--- src/rtl/acc_alu_pkg.sv ---
package acc_alu_pkg;

  localparam int OPC_W = 8;

  typedef enum logic [4:0] {
    OP_NONE, OP_ADD, OP_ADDC, OP_SUBB, OP_AND, OP_OR, OP_XOR,
    OP_RL, OP_RLC, OP_RR, OP_RRC, OP_SWAP, OP_CLR, OP_CPL,
    OP_INC, OP_DEC, OP_CLRC, OP_SETC, OP_CPLC, OP_XCHD
  } op_e;

  typedef enum logic [1:0] {
    SRC_REG = 2'd0,
    SRC_DIR = 2'd1,
    SRC_IND = 2'd2,
    SRC_IMM = 2'd3
  } src_e;

  typedef struct packed {
    op_e        op;
    logic       used;
    src_e       kind;
    logic [2:0] idx;
  } dec_t;

  // single-byte accumulator and carry opcodes
  localparam logic [OPC_W-1:0] OPC_ROT_L   = 8'h23;
  localparam logic [OPC_W-1:0] OPC_ROT_LC  = 8'h33;
  localparam logic [OPC_W-1:0] OPC_ROT_R   = 8'h03;
  localparam logic [OPC_W-1:0] OPC_ROT_RC  = 8'h13;
  localparam logic [OPC_W-1:0] OPC_NIB_SW  = 8'hC4;
  localparam logic [OPC_W-1:0] OPC_ZERO    = 8'hE4;
  localparam logic [OPC_W-1:0] OPC_INVERT  = 8'hF4;
  localparam logic [OPC_W-1:0] OPC_BUMP_UP = 8'h04;
  localparam logic [OPC_W-1:0] OPC_BUMP_DN = 8'h14;
  localparam logic [OPC_W-1:0] OPC_C_ZERO  = 8'hC3;
  localparam logic [OPC_W-1:0] OPC_C_ONE   = 8'hD3;
  localparam logic [OPC_W-1:0] OPC_C_FLIP  = 8'hB3;
  localparam logic [OPC_W-2:0] OPC_DIGX    = 7'b1101_011; // 0xD6 / 0xD7

endpackage

--- src/rtl/acc_alu_decode.sv ---
module acc_alu_decode
  import acc_alu_pkg::*;
(
  input  logic [OPC_W-1:0] opcode,
  output dec_t             dec
);

  logic [3:0] hi_nib;
  logic [3:0] lo_nib;
  logic       src_ok;
  src_e       src_kind;
  logic [2:0] src_idx;
  op_e        pair_op;

  assign hi_nib = opcode[7:4];
  assign lo_nib = opcode[3:0];

  // source field in the low nibble
  always_comb begin
    src_ok   = 1'b1;
    src_kind = SRC_REG;
    src_idx  = 3'd0;
    if (lo_nib[3]) begin
      src_kind = SRC_REG;
      src_idx  = lo_nib[2:0];
    end else if (lo_nib == 4'h5) begin
      src_kind = SRC_DIR;
    end else if (lo_nib[3:1] == 3'b011) begin
      src_kind = SRC_IND;
      src_idx  = {2'b00, lo_nib[0]};
    end else if (lo_nib == 4'h4) begin
      src_kind = SRC_IMM;
    end else begin
      src_ok   = 1'b0;
    end
  end

  // two-operand operation in the high nibble
  always_comb begin
    unique case (hi_nib)
      4'h2:    pair_op = OP_ADD;
      4'h3:    pair_op = OP_ADDC;
      4'h9:    pair_op = OP_SUBB;
      4'h5:    pair_op = OP_AND;
      4'h4:    pair_op = OP_OR;
      4'h6:    pair_op = OP_XOR;
      default: pair_op = OP_NONE;
    endcase
  end

  always_comb begin
    dec.op   = OP_NONE;
    dec.used = 1'b0;
    dec.kind = SRC_REG;
    dec.idx  = 3'd0;
    if (src_ok && (pair_op != OP_NONE)) begin
      dec.op   = pair_op;
      dec.used = 1'b1;
      dec.kind = src_kind;
      dec.idx  = src_idx;
    end else if (opcode[OPC_W-1:1] == OPC_DIGX) begin
      dec.op   = OP_XCHD;
      dec.used = 1'b1;
      dec.kind = SRC_IND;
      dec.idx  = {2'b00, opcode[0]};
    end else begin
      unique case (opcode)
        OPC_ROT_L:   dec.op = OP_RL;
        OPC_ROT_LC:  dec.op = OP_RLC;
        OPC_ROT_R:   dec.op = OP_RR;
        OPC_ROT_RC:  dec.op = OP_RRC;
        OPC_NIB_SW:  dec.op = OP_SWAP;
        OPC_ZERO:    dec.op = OP_CLR;
        OPC_INVERT:  dec.op = OP_CPL;
        OPC_BUMP_UP: dec.op = OP_INC;
        OPC_BUMP_DN: dec.op = OP_DEC;
        OPC_C_ZERO:  dec.op = OP_CLRC;
        OPC_C_ONE:   dec.op = OP_SETC;
        OPC_C_FLIP:  dec.op = OP_CPLC;
        default:     dec.op = OP_NONE;
      endcase
    end
  end

endmodule

--- src/rtl/acc_alu_addsub.sv ---
module acc_alu_addsub #(
  parameter int W = 8
) (
  input  logic [W-1:0] a,
  input  logic [W-1:0] b,
  input  logic         cin,
  input  logic         sub,
  output logic [W-1:0] res,
  output logic         cout
);

  logic [W:0] wide;
  logic [W:0] cin_w;

  assign cin_w = {{W{1'b0}}, cin};

  // for subtraction the top bit of the (W+1)-bit difference is the borrow
  always_comb begin
    if (sub) wide = {1'b0, a} - {1'b0, b} - cin_w;
    else     wide = {1'b0, a} + {1'b0, b} + cin_w;
  end

  assign res  = wide[W-1:0];
  assign cout = wide[W];

endmodule

--- src/rtl/acc_alu_exec.sv ---
module acc_alu_exec
  import acc_alu_pkg::*;
#(
  parameter int W = 8
) (
  input  op_e          op,
  input  logic [W-1:0] a,
  input  logic [W-1:0] b,
  input  logic         cin,
  output logic [W-1:0] acc_nx,
  output logic         c_nx,
  output logic [W-1:0] wb_nx
);

  localparam int H = W / 2;

  logic         as_sub;
  logic         as_cin;
  logic [W-1:0] as_res;
  logic         as_cout;
  logic [W-1:0] swapped;

  assign as_sub = (op == OP_SUBB);
  assign as_cin = cin & ((op == OP_ADDC) || (op == OP_SUBB));

  acc_alu_addsub #(.W(W)) u_addsub (
    .a    (a),
    .b    (b),
    .cin  (as_cin),
    .sub  (as_sub),
    .res  (as_res),
    .cout (as_cout)
  );

  // nibble exchange wiring, one bit at a time
  for (genvar i = 0; i < W; i++) begin : g_swap
    assign swapped[i] = a[(i + H) % W];
  end

  assign wb_nx = {b[W-1:H], a[H-1:0]};

  always_comb begin
    acc_nx = a;
    c_nx   = cin;
    unique case (op)
      OP_ADD, OP_ADDC, OP_SUBB: begin
        acc_nx = as_res;
        c_nx   = as_cout;
      end
      OP_AND:  acc_nx = a & b;
      OP_OR:   acc_nx = a | b;
      OP_XOR:  acc_nx = a ^ b;
      OP_RL:   acc_nx = {a[W-2:0], a[W-1]};
      OP_RR:   acc_nx = {a[0], a[W-1:1]};
      OP_RLC: begin
        acc_nx = {a[W-2:0], cin};
        c_nx   = a[W-1];
      end
      OP_RRC: begin
        acc_nx = {cin, a[W-1:1]};
        c_nx   = a[0];
      end
      OP_SWAP: acc_nx = swapped;
      OP_CLR:  acc_nx = '0;
      OP_CPL:  acc_nx = ~a;
      OP_INC:  acc_nx = a + W'(1);
      OP_DEC:  acc_nx = a - W'(1);
      OP_CLRC: c_nx   = 1'b0;
      OP_SETC: c_nx   = 1'b1;
      OP_CPLC: c_nx   = ~cin;
      OP_XCHD: acc_nx = {a[W-1:H], b[H-1:0]};
      default: begin
        acc_nx = a;
        c_nx   = cin;
      end
    endcase
  end

endmodule

--- src/rtl/acc_alu.sv ---
module acc_alu
  import acc_alu_pkg::*;
#(
  parameter int DATA_W = 8
) (
  input  logic              clk,
  input  logic              rst_n,
  input  logic              in_valid,
  output logic              in_ready,
  input  logic [7:0]        in_opcode,
  input  logic [DATA_W-1:0] in_operand,
  output logic              src_used,
  output logic [1:0]        src_kind,
  output logic [2:0]        src_reg,
  output logic [DATA_W-1:0] acc,
  output logic              carry,
  output logic              wb_valid,
  output logic [DATA_W-1:0] wb_data
);

  dec_t              dec;
  logic              fire;
  logic [DATA_W-1:0] acc_q;
  logic              c_q;
  logic              wb_q;
  logic [DATA_W-1:0] wb_data_q;
  logic [DATA_W-1:0] acc_nx;
  logic              c_nx;
  logic [DATA_W-1:0] wb_nx;

  acc_alu_decode u_decode (
    .opcode (in_opcode),
    .dec    (dec)
  );

  acc_alu_exec #(.W(DATA_W)) u_exec (
    .op     (dec.op),
    .a      (acc_q),
    .b      (in_operand),
    .cin    (c_q),
    .acc_nx (acc_nx),
    .c_nx   (c_nx),
    .wb_nx  (wb_nx)
  );

  assign in_ready = rst_n;
  assign fire     = in_valid && in_ready;

  assign src_used = dec.used;
  assign src_kind = dec.kind;
  assign src_reg  = dec.idx;

  always_ff @(posedge clk or negedge rst_n) begin
    if (!rst_n) begin
      acc_q <= '0;
      c_q   <= 1'b0;
    end else if (fire) begin
      acc_q <= acc_nx;
      c_q   <= c_nx;
    end
  end

  always_ff @(posedge clk or negedge rst_n) begin
    if (!rst_n) begin
      wb_q      <= 1'b0;
      wb_data_q <= '0;
    end else begin
      wb_q <= fire && (dec.op == OP_XCHD);
      if (fire && (dec.op == OP_XCHD)) wb_data_q <= wb_nx;
    end
  end

  assign acc      = acc_q;
  assign carry    = c_q;
  assign wb_valid = wb_q;
  assign wb_data  = wb_data_q;

  // state after reset
  p_reset_clear_r1: assert property (@(posedge clk)
    !rst_n |=> (acc_q == '0) && !c_q && !wb_q);

  // no transfer, no change
  p_idle_hold_r13: assert property (@(posedge clk) disable iff (!rst_n)
    !in_valid |=> $stable(acc_q) && $stable(c_q));

  // bitwise operations keep carry
  p_logic_keeps_c_r5: assert property (@(posedge clk) disable iff (!rst_n)
    fire && (dec.op inside {OP_AND, OP_OR, OP_XOR}) |=> $stable(c_q));

  // 9-bit ring: carry takes the bit shifted out
  p_ring_left_r8: assert property (@(posedge clk) disable iff (!rst_n)
    fire && (dec.op == OP_RLC) |=> c_q == $past(acc_q[DATA_W-1]));

  p_ring_right_r8: assert property (@(posedge clk) disable iff (!rst_n)
    fire && (dec.op == OP_RRC) |=> c_q == $past(acc_q[0]));

  // step operations keep carry
  p_step_keeps_c_r10: assert property (@(posedge clk) disable iff (!rst_n)
    fire && (dec.op inside {OP_INC, OP_DEC}) |=> $stable(c_q));

  // carry opcodes keep the accumulator
  p_cflag_keeps_acc_r11: assert property (@(posedge clk) disable iff (!rst_n)
    fire && (dec.op inside {OP_CLRC, OP_SETC, OP_CPLC}) |=> $stable(acc_q));

  // write-back pulse exactly one cycle after a digit exchange
  p_wb_follows_r12: assert property (@(posedge clk) disable iff (!rst_n)
    fire && (dec.op == OP_XCHD) |=> wb_q);

  p_wb_only_r12: assert property (@(posedge clk) disable iff (!rst_n)
    !(fire && (dec.op == OP_XCHD)) |=> !wb_q);

  // operand source is reported only for operand-consuming opcodes
  p_src_quiet_r6: assert property (@(posedge clk) disable iff (!rst_n)
    !src_used |-> (src_kind == 2'd0) && (src_reg == 3'd0));

endmodule

--- config.mk ---
export PLATFORM = sky130hd
export DESIGN_NAME = acc_alu
export DESIGN_NICKNAME = d
export VERILOG_FILES = /design/src/rtl/acc_alu_pkg.sv /design/src/rtl/acc_alu_decode.sv /design/src/rtl/acc_alu_addsub.sv /design/src/rtl/acc_alu_exec.sv /design/src/rtl/acc_alu.sv
export SDC_FILE = /design/constraint.sdc
export NUM_CORES = 1
export LEC_CHECK = 0
export BUFFER_PORTS_ARGS = -buffer_cell sky130_fd_sc_hd__clkbuf_2
export CAP_MARGIN = 5
export CORE_UTILIZATION = 55
export CTS_CLUSTER_SIZE = 25
export DETAILED_ROUTE_END_ITERATION = 7
export PLACE_DENSITY = 0.76
export SETUP_SLACK_MARGIN = 0.3
export SYNTH_ARGS = -nofsm -noshare
export SYNTH_HDL_FRONTEND = slang
export SYNTH_HIERARCHICAL = 1
export SYNTH_SLANG_ARGS = --single-unit
--- constraint.sdc ---
create_clock -name clk -period 3.5 [get_ports clk]
set_input_delay 0.525 -clock clk [delete_from_list [all_inputs] [get_ports clk]]
set_output_delay 0.525 -clock clk [all_outputs]
set_load 0.01 [all_outputs]
==> results of run 1 <==
logic make-up after synthesis:
logic type | count (synthesis) | share of synthesized area (%)
fa+ha+maj | 48 | 16.8
buf+inv | 84 | 10.5
compound gates | 134 | 25.7
xor+xnor | 17 | 3.93
mux | 26 | 7.46
simple gates | 153 | 23.7
flops | 18 | 11.9
worst max-delay path, stage by stage:
cell,delay (ns)
buf_8,0.10
buf_6,0.12
nor4b_4,0.30
buf_4,0.18
nor2b_2,0.14
o21ai_2,0.09
a32oi_4,0.26
nor2b_4,0.19
and3_4,0.22
inv_2,0.04
fa_2,0.38
nor2_2,0.11
a221oi_2,0.08
o41ai_2,0.22
mux2_1,0.34
a211o_1,0.24
nand2b_1,0.14
a21o_1,0.18
a22oi_1,0.14
a32oi_1,0.14
or3b_1,0.37
mux2_2,0.27
repair_timing:
item	CTS	global route
cloned	0	0
setup buffers	5	7
resized for setup	23	40
setup endpoints to repair	15	17
pin swaps	24	17
registers in the layout (all words and copies together) (netlist names):
name and cells:
wb_valid 1, wb_data 8, acc 8, carry 1
cell type report:
type	count	area [um^2]
clock buffer	4	55.1
multi-input combinational	378	3230
inverter	51	191
timing repair buffer	138	982
fill	488	1490
tap	77	96.3
sequential	18	450
layout by cell type, fill, tap and decap left out, types with 8 or more instances in the layout:
cell	netlist	final
nand2b_1	8	8
dfrtp_1	18	18
clkbuf_2	1	41
inv_2	3	8
inv_1	48	43
nor2_1	29	26
nand3_1	11	10
a21oi_1	21	15
o21ai_0	27	25
ha_1	43	41
buf_4	12	85
nand2_1	30	28
a21o_1	10	10
buf_6	3	9
mux2_2	17	13
nor3_1	13	13
metrics by stage:
| stage | TNS (ns) | util (%) | setup WS [ns] |
|---|---|---|---|
| final | -6.61 | 77.0 | -1.14 |
| after global placement | -6.86 | 70.5 | -1.36 |
| after global routing | -7.58 | 77.0 | -1.26 |
| after CTS | -4.67 | 73.5 | -0.985 |
| after detailed placement | -7.83 | 70.5 | -1.49 |
| after floorplan | -5.98 | - | -1.38 |
where the power goes:
group	internal (mW)	leakage [nW]	switching, mW
Clock	0.100	0.0288	0.0901
Sequential	0.260	0.235	0.0325
Combinational	1.21	2.13	1.41
Total	1.57	2.39	1.54
how the worst max path moves through the flow:
| stage | end | slack (ns) | cells after the start | from |
|---|---|---|---|---|
| 2_1_floorplan | acc[7] | -1.38 | 21 | in_opcode[7] |
| 3_3_place_gp | acc[7] | -1.36 | 20 | in_opcode[3] |
| 3_5_place_dp | acc[7] | -1.49 | 20 | in_opcode[3] |
| 4_1_cts | acc[7] | -0.99 | 20 | in_opcode[3] |
| 5_1_grt | acc[7] | -1.26 | 22 | in_opcode[3] |
| 6_report | acc[7] | -1.14 | 22 | in_opcode[3] |
routing by layer:
layer,share of wire [%],up-vias,track usage [%]
met3,7.4,77,7.30
met2,48,246,56.5
met5,0,-,0
met4,5.4,0,16.8
met1,39,2019,38.8
li1,-,1977,-
==> reports/qor.yml, run 1 <==
status: "finished with violations"
violations: "setup timing"
final_antenna_net_count: 0
max_freq_mhz: 216
path_class: "input pin to register"
grt_antenna_before_repair: 0
max-vdd-ir-drop_mv: 0.280
cts_tree: "yes"
grt_pass1_vias: 4191
grt_use_total_pct: 33.0
p_per_area_mw_per_mm2: 621
synth_nets: 547
clk_path_buf_depth: 2
final_nets: 657
synth_most_common_cell: "inv_1"
holdCritPathClass: "input pin to asynchronous set/reset pin"
hold_buffers: 0
cts_root_buf: "clkbuf_8"
required_ns: 3.66
ys.flop_type: "dfrtp_1"
timing.hold.ws_ns: 0.274
postSynthCellCount: 480
syn_area_mm2: 0.00379
grt_max_degree: 44
core_mm2: 0.00649
r2r-start: "carry"
clk_pin_slew_ns: 0.09
async_flop_share_pct: 100
maxSlewHeadroom_pct: 55.5
yosys_warnings: 6
leakage_nw: 2.39
yosys-top-cells-area: "ha_1 (14%), dfrtp_1 (12%), mux2_2 (5.1%)"
fin_worst_skew_ns: 0.0127
ys_ff_latch: 18
hpwl_um: 8930
hold_violations: 0
die_w_um: 85.0
htree_num_levels: 1
syn-mean-instance-area_um2: 7.89
min_period_ns: 4.64
r2r_end: "acc[7]"
drt_iter0_drc: 407
rr_worst_depth: 15
routedWlPerCell_um: 19.2
cts_buffers: 3
drt_pass1_iterations: 6
drive_gt1_share_pct: 39.0
r2r_slack_ns: 0.07
final_cell_area_mm2: 0.00500
synth_top_area_cell: "ha_1"
setup_viol: 9
rsz0062_at_grt: "true"
drc: 0
synth.top_cell.area_share_pct: 14.2
avgViaCountPerCell: 6.48
timing.final.ws_setup_ns: -1.14
dieArea_mm2: 0.00722
cp_max_fo: 4
vias: 4319
final_cells: 666
cp.arrival_ns: 4.80
wirelength_um: 12800
die_h_um: 85.0
cts.sinks: 18
worstSkewPairLatency_ns: 0.27
syn_to_final_growth_pct: 32.0
p_total_mw: 3.11
critical_path.startpoint_type: "input pin"
io_pins: 44
tightest_slew_ns: 0.667
finalMaxSlewViolations: 0
grt_pass1_wl_um: 19300
start_util_pct: 58.3
gp_congestion: 0.982
synthTopCellsByCount: "inv_1 (48), ha_1 (43), nand2_1 (30)"
n_antenna_cell: 0
placed_area_mm2: 0.00458
rows: 29
portBuffers: 43
synth-edff-count: 0
grt_remaining_overflow: 0
ys_types: 86
fin_crit_sh_pct: 132
crit_path_end_kind: "register"
place_inst: 650
cap_viol_max_count: 0
ys_seq_area_share_pct: 11.9
No activity file was read; power rests on OpenSTA's default activity.
==> run 2, diff against run 1 <==
Settings changed: CORE_UTILIZATION 55 to 61, PLACE_DENSITY 0.76 to 0.8.
Clock period 3.5 ns to 4.5 ns, I/O delays scaled along.
==> run 2 against run 1 <==
  * Highest routed layer unchanged
  * Clock-buffer cell count stayed put
  * The flow still finishes with violations (setup timing)
  * Register-to-register slack gained 0.86 ns
  * Cell count shrank 6.8%
  * Sequential power is 13% lower
  * Worst hold slack gained 0.11 ns
  * Largest power group unchanged
  * Design area fell by 9.4%
==> reports/qor.yml, run 2 (synthesis results as in run 1) <==
portBuffers: 43  # unchanged
cap_viol_max_count: 0  # unchanged
fin_crit_sh_pct: 105
drc: 0  # unchanged
avgViaCountPerCell: 6.63  # +2.2%
wl_met3_um: 998  # +4.9%
dieArea_mm2: 0.00653  # -9.6%
maxSlewHeadroom_pct: 52.9  # -2.7 points
grt_antenna_before_repair: 0  # unchanged
clk_pin_slew_ns: 0.09  # about the same
crit_path_end_kind: "register"
leakage_nw: 2.13  # -11%
fin_worst_skew_ns: 0.0114  # -0.00128 ns
cts_buffers: 3  # unchanged
io_pins: 44  # unchanged
min_period_ns: 4.75
hpwl_um: 8720  # -2.3%
grt_remaining_overflow: 0  # unchanged
hold_buffers: 0  # unchanged
hold_violations: 0  # unchanged
r2r-start: "acc[4]"
max-vdd-ir-drop_mv: 0.416  # +49%
status: "finished with violations"
final_cell_area_mm2: 0.00453  # -9.4%
cts_tree: "yes"
htree_num_levels: 1  # unchanged
routedWlPerCell_um: 19.5  # +1.3%
p_per_area_mw_per_mm2: 465  # -25%
critical_path.startpoint_type: "input pin"
final_cell_mix: "buf_4 (50), inv_1 (44), clkbuf_2 (42)"
tightest_slew_ns: 0.702  # +0.0346 ns
drt_pass1_iterations: 6  # unchanged
final_antenna_net_count: 0  # unchanged
dr.max_layer_used: "met4"
n_antenna_cell: 0  # unchanged
drt_iter0_drc: 541  # +33%
drive_gt1_share_pct: 31.9  # -7.2 points
layout_commonest_cell: "buf_4"
rsz0062_at_grt: "true"
start_util_pct: 63.6  # +5.3 points
grt_pass1_vias: 3845  # -8.3%
worstSkewPairLatency_ns: 0.27  # about the same
tns_ns: -0.247  # +6.37 ns
grt_use_total_pct: 36.8  # +3.8 points
setup_viol: 1  # -8
finalMaxSlewViolations: 0  # unchanged
gp_congestion: 0.970  # -1.1%
core_mm2: 0.00596  # -8.3%
timing.hold.ws_ns: 0.380  # +0.106 ns
vias: 4116  # -4.7%
placed_area_mm2: 0.00433  # -5.5%
wirelength_um: 12100  # -5.5%
die_w_um: 80.8  # -4.9%
required_ns: 4.67  # +1.01 ns
startpoint: "in_opcode[3]"
cts.sinks: 18  # unchanged
rows: 28  # -3.4%
cts_root_buf: "clkbuf_8"
syn_to_final_growth_pct: 19.6
path_class: "input pin to register"
max_freq_mhz: 211
violations: "setup timing"
die_h_um: 80.8  # -4.9%
cp_max_fo: 4  # unchanged
timing.final.ws_setup_ns: -0.247  # +0.888 ns
wl_met1_um: 4760  # -5.7%
dr_wl_met2_um: 5660  # -7.3%
holdCritPathClass: "input pin to asynchronous set/reset pin"
grt_max_degree: 44  # unchanged
clk_path_buf_depth: 2  # unchanged
final_nets: 614  # -6.5%
grt_pass1_wl_um: 18500  # -4.2%
cp.arrival_ns: 4.91  # +0.11 ns
==> run 2: changes by cell type in the layout (fill, tap and decap cells not counted), moves of 2 or more <==
cell,before,now
a21oi_1,15,18
a21oi_2,5,3
xnor2_2,3,0
buf_6,9,2
buf_4,85,50
xnor2_1,7,10
==> run 2: timing repair <==
action | CTS | global route
gates resized for setup | 8 | 25
buffers inserted | 2 | 1
endpoints found under the setup margin | 5 | 8
pin swaps | 11 | 19
==> run 2: worst max-delay path: stages <==
cell and delay [ns]:
buf_8 0.10, and2b_1 0.23, o22ai_2 0.08, or4_4 0.54
a32oi_4 0.20, nor2b_4 0.18, and3_4 0.21, fa_2 0.23
inv_2 0.05, ha_4 0.15, and2b_2 0.23, a21oi_2 0.06
o41ai_2 0.30, xnor2_1 0.13, a211o_1 0.28, nand2b_1 0.16
a21o_1 0.20, a22oi_2 0.12, a32oi_1 0.12, or3b_1 0.40
mux2_2 0.27
==> run 2: final cells by class <==
class | instances | area [um^2]
Timing Repair Buffer | 95 | 623
Sequential cell | 18 | 450
Clock buffer | 4 | 55.1
Multi-Input combinational cell | 378 | 3120
Tap cell | 75 | 93.8
Inverter | 51 | 191
Fill cell | 462 | 1420
==> run 2: stage by stage <==
step / util, % / cells / setup WS, ns / total power, mW
floorplan: - / 480 / -0.532 / 1.39
global placement: 72.7 / 614 / -0.489 / 1.77
detailed placement: 72.7 / 614 / -0.614 / 1.84
CTS: 74.4 / 620 / -0.175 / 2.01
global route: 76.1 / 621 / -0.451 / 2.26
finish: 76.1 / 621 / -0.247 / 2.11
==> run 2: path summary, 6_finish.rpt <==
check / cells past startpoint / slack [ns] / to
min reg2reg: 1 / 0.51 / wb_data[4]
min in group clk: 1 / 0.51 / wb_data[4]
max reg2reg: 15 / 0.93 / acc[7]
max: 21 / -0.25 / acc[7]
min: 1 / 0.38 / acc[6]
max in group asynchronous: 1 / 3.73 / wb_data[1]
==> run 2: where the power goes <==
part | internal [mW] | total [mW] | switching (mW)
Combinational | 0.736 | 1.71 | 0.970
Sequential | 0.202 | 0.254 | 0.0522
Clock | 0.0782 | 0.148 | 0.0700
==> run 2: per-layer routing <==
| layer | up-vias | track usage [%] |
|---|---|---|
| met1 | 1881 | 45.2 |
| met2 | 268 | 60.9 |
| met3 | 80 | 4.94 |
| li1 | 1887 | - |
| met4 | 0 | 22.1 |
| met5 | - | 0 |
==> run 3, diff against run 2 <==
Settings changed: CORE_MARGIN from default to 2, MAX_ROUTING_LAYER from default to met4.
==> run 3 against run 2 <==
  * Global-route usage shrank 2.4 points
  * Critical endpoint is now carry
  * Wire length grew 1.9%
  * Register-to-register slack lost 0.15 ns
  * First-iteration DRC count shrank 14%
  * The flow still finishes with violations (setup timing)
==> reports/qor.yml, run 3 (synthesis results as in run 1) <==
status: "finished with violations"
violations: "setup timing"
rows: 28  # unchanged
io_pins: 44  # unchanged
cts_root_buf: "clkbuf_8"
maxSlewHeadroom_pct: 57.4  # +4.6 points
fill_cells: 440  # -4.8%
core_mm2: 0.00596  # unchanged
dieArea_mm2: 0.00686  # +5.0%
hold_buffers: 0  # unchanged
final_antenna_net_count: 0  # unchanged
drc: 0  # unchanged
drt_pass1_iterations: 6  # unchanged
grt_remaining_overflow: 0  # unchanged
drt_iter0_drc: 467  # -14%
worstSkewPairLatency_ns: 0.27  # about the same
final_cell_mix: "buf_4 (56), inv_1 (45), ha_1 (42)"
cp_max_fo: 4  # unchanged
wirelength_um: 12300  # +1.9%
fin_worst_skew_ns: 0.0141  # +0.00266 ns
place_inst: 619  # +0.81%
setup_viol: 4  # +3
avgViaCountPerCell: 6.47  # -2.3%
drive_gt1_share_pct: 34.1  # +2.2 points
fin_crit_sh_pct: 107  # +1.1 points
die_w_um: 82.8  # +2.5%
hpwl_um: 8600  # -1.4%
leakage_nw: 2.24  # +5.4%
crit_path_end_kind: "register"
tns_ns: -0.898  # -0.650 ns
final_cell_area_mm2: 0.00472  # +4.2%
final_cells: 635  # +2.3%
place_worst_setup_slack_ns: -0.626  # -0.0116 ns
grt_max_degree: 44  # unchanged
gp_congestion: 0.967  # -0.34%
p_per_area_mw_per_mm2: 469  # +0.92%
path_common_cell: "buf_6"
holdCritPathClass: "input pin to asynchronous set/reset pin"
critical_path.startpoint_type: "input pin"
start_util_pct: 63.6  # unchanged
routedWlPerCell_um: 19.4  # -0.38%
fin_util_pct: 79.3  # +3.2 points
final_nets: 628  # +2.3%
crit_buf_inv: 7  # +5
cts_buffers: 3  # unchanged
die_h_um: 82.8  # +2.5%
grt_use_total_pct: 34.4  # -2.4 points
finalMaxSlewViolations: 0  # unchanged
grt_pass1_vias: 4074  # +6.0%
cp.arrival_ns: 4.96  # +0.05 ns
vias: 4111  # -0.12%
max_stage_delay_ns: 0.53  # about the same
tightest_slew_ns: 0.634  # -0.0682 ns
grt_pass1_wl_um: 19300  # +4.4%
path_delay_family: "compound AO/OA/AOI/OAI gates"
min_period_ns: 4.80  # +0.0495 ns
grt_antenna_before_repair: 0  # unchanged
max_freq_mhz: 208  # -1.0%
syn_to_final_growth_pct: 24.6
layout_commonest_cell: "buf_4"
placed_area_mm2: 0.00437  # +0.87%
timing.final.ws_setup_ns: -0.297  # -0.0495 ns
max-vdd-ir-drop_mv: 0.415  # -0.34%
portBuffers: 43  # unchanged
clk_pin_slew_ns: 0.09  # about the same
timing.hold.ws_ns: 0.389  # +0.00962 ns
required_ns: 4.66  # about the same
clk_path_buf_depth: 2  # unchanged
cts.sinks: 18  # unchanged
p_total_mw: 2.22  # +5.1%
rsz0062_at_grt: "true"
slowest_stage: "or4_4"
cts_tree: "yes"
n_antenna_cell: 0  # unchanged
htree_num_levels: 1  # unchanged
hold_violations: 0  # unchanged
cap_viol_max_count: 0  # unchanged
path_class: "input pin to register"
run 3: final cells by class:
class	instances	area (um^2)	area share [%]
Timing Repair Buffer	109	771	16.3
Clock buffer	4	55.1	1.17
Sequential cell	18	450	9.54
Inverter	51	191	4.06
Multi-Input combinational cell	378	3160	66.9
Tap cell	75	93.8	1.99
run 3: final timing paths:
| check | start | end | slack, ns | cells past startpoint |
|---|---|---|---|---|
| setup / recovery | in_opcode[3] | carry | -0.30 | 25 |
| hold / removal | rst_n | acc[6] | 0.39 | 1 |
| setup reg to reg | carry | carry | 0.78 | 19 |
| hold reg to reg | wb_data[0] | wb_data[0] | 0.51 | 1 |
| max in group asynchronous | rst_n | acc[3] | 3.71 | 1 |
| min in group clk | wb_data[0] | wb_data[0] | 0.51 | 1 |
run 3: repair_timing:
action                                  in CTS  in global routing
pin swaps                                   20                 18
setup buffers                                5                  7
gates resized for setup                     18                 38
endpoints found under the setup margin       5                  8
run 3: routing by layer:
metal  wire (um)  vias to the layer above  GRT usage, %  part of all wire [%]
met2        6050                      174          58.4                    49
met5           0                        -             -                     0
li1            -                     1918             -                     -
met4         480                        0          14.8                   3.9
met3         674                       55          3.98                   5.5
met1        5110                     1964          41.3                    41
run 3: power breakdown:
| part | total [mW] | leakage [nW] | internal (mW) | switching [mW] |
|---|---|---|---|---|
| Clock | 0.147 | 0.0288 | 0.0781 | 0.0692 |
| Sequential | 0.246 | 0.235 | 0.202 | 0.0446 |
| Combinational | 1.82 | 1.98 | 0.813 | 1.01 |
| Total | 2.22 | 2.24 | 1.09 | 1.12 |
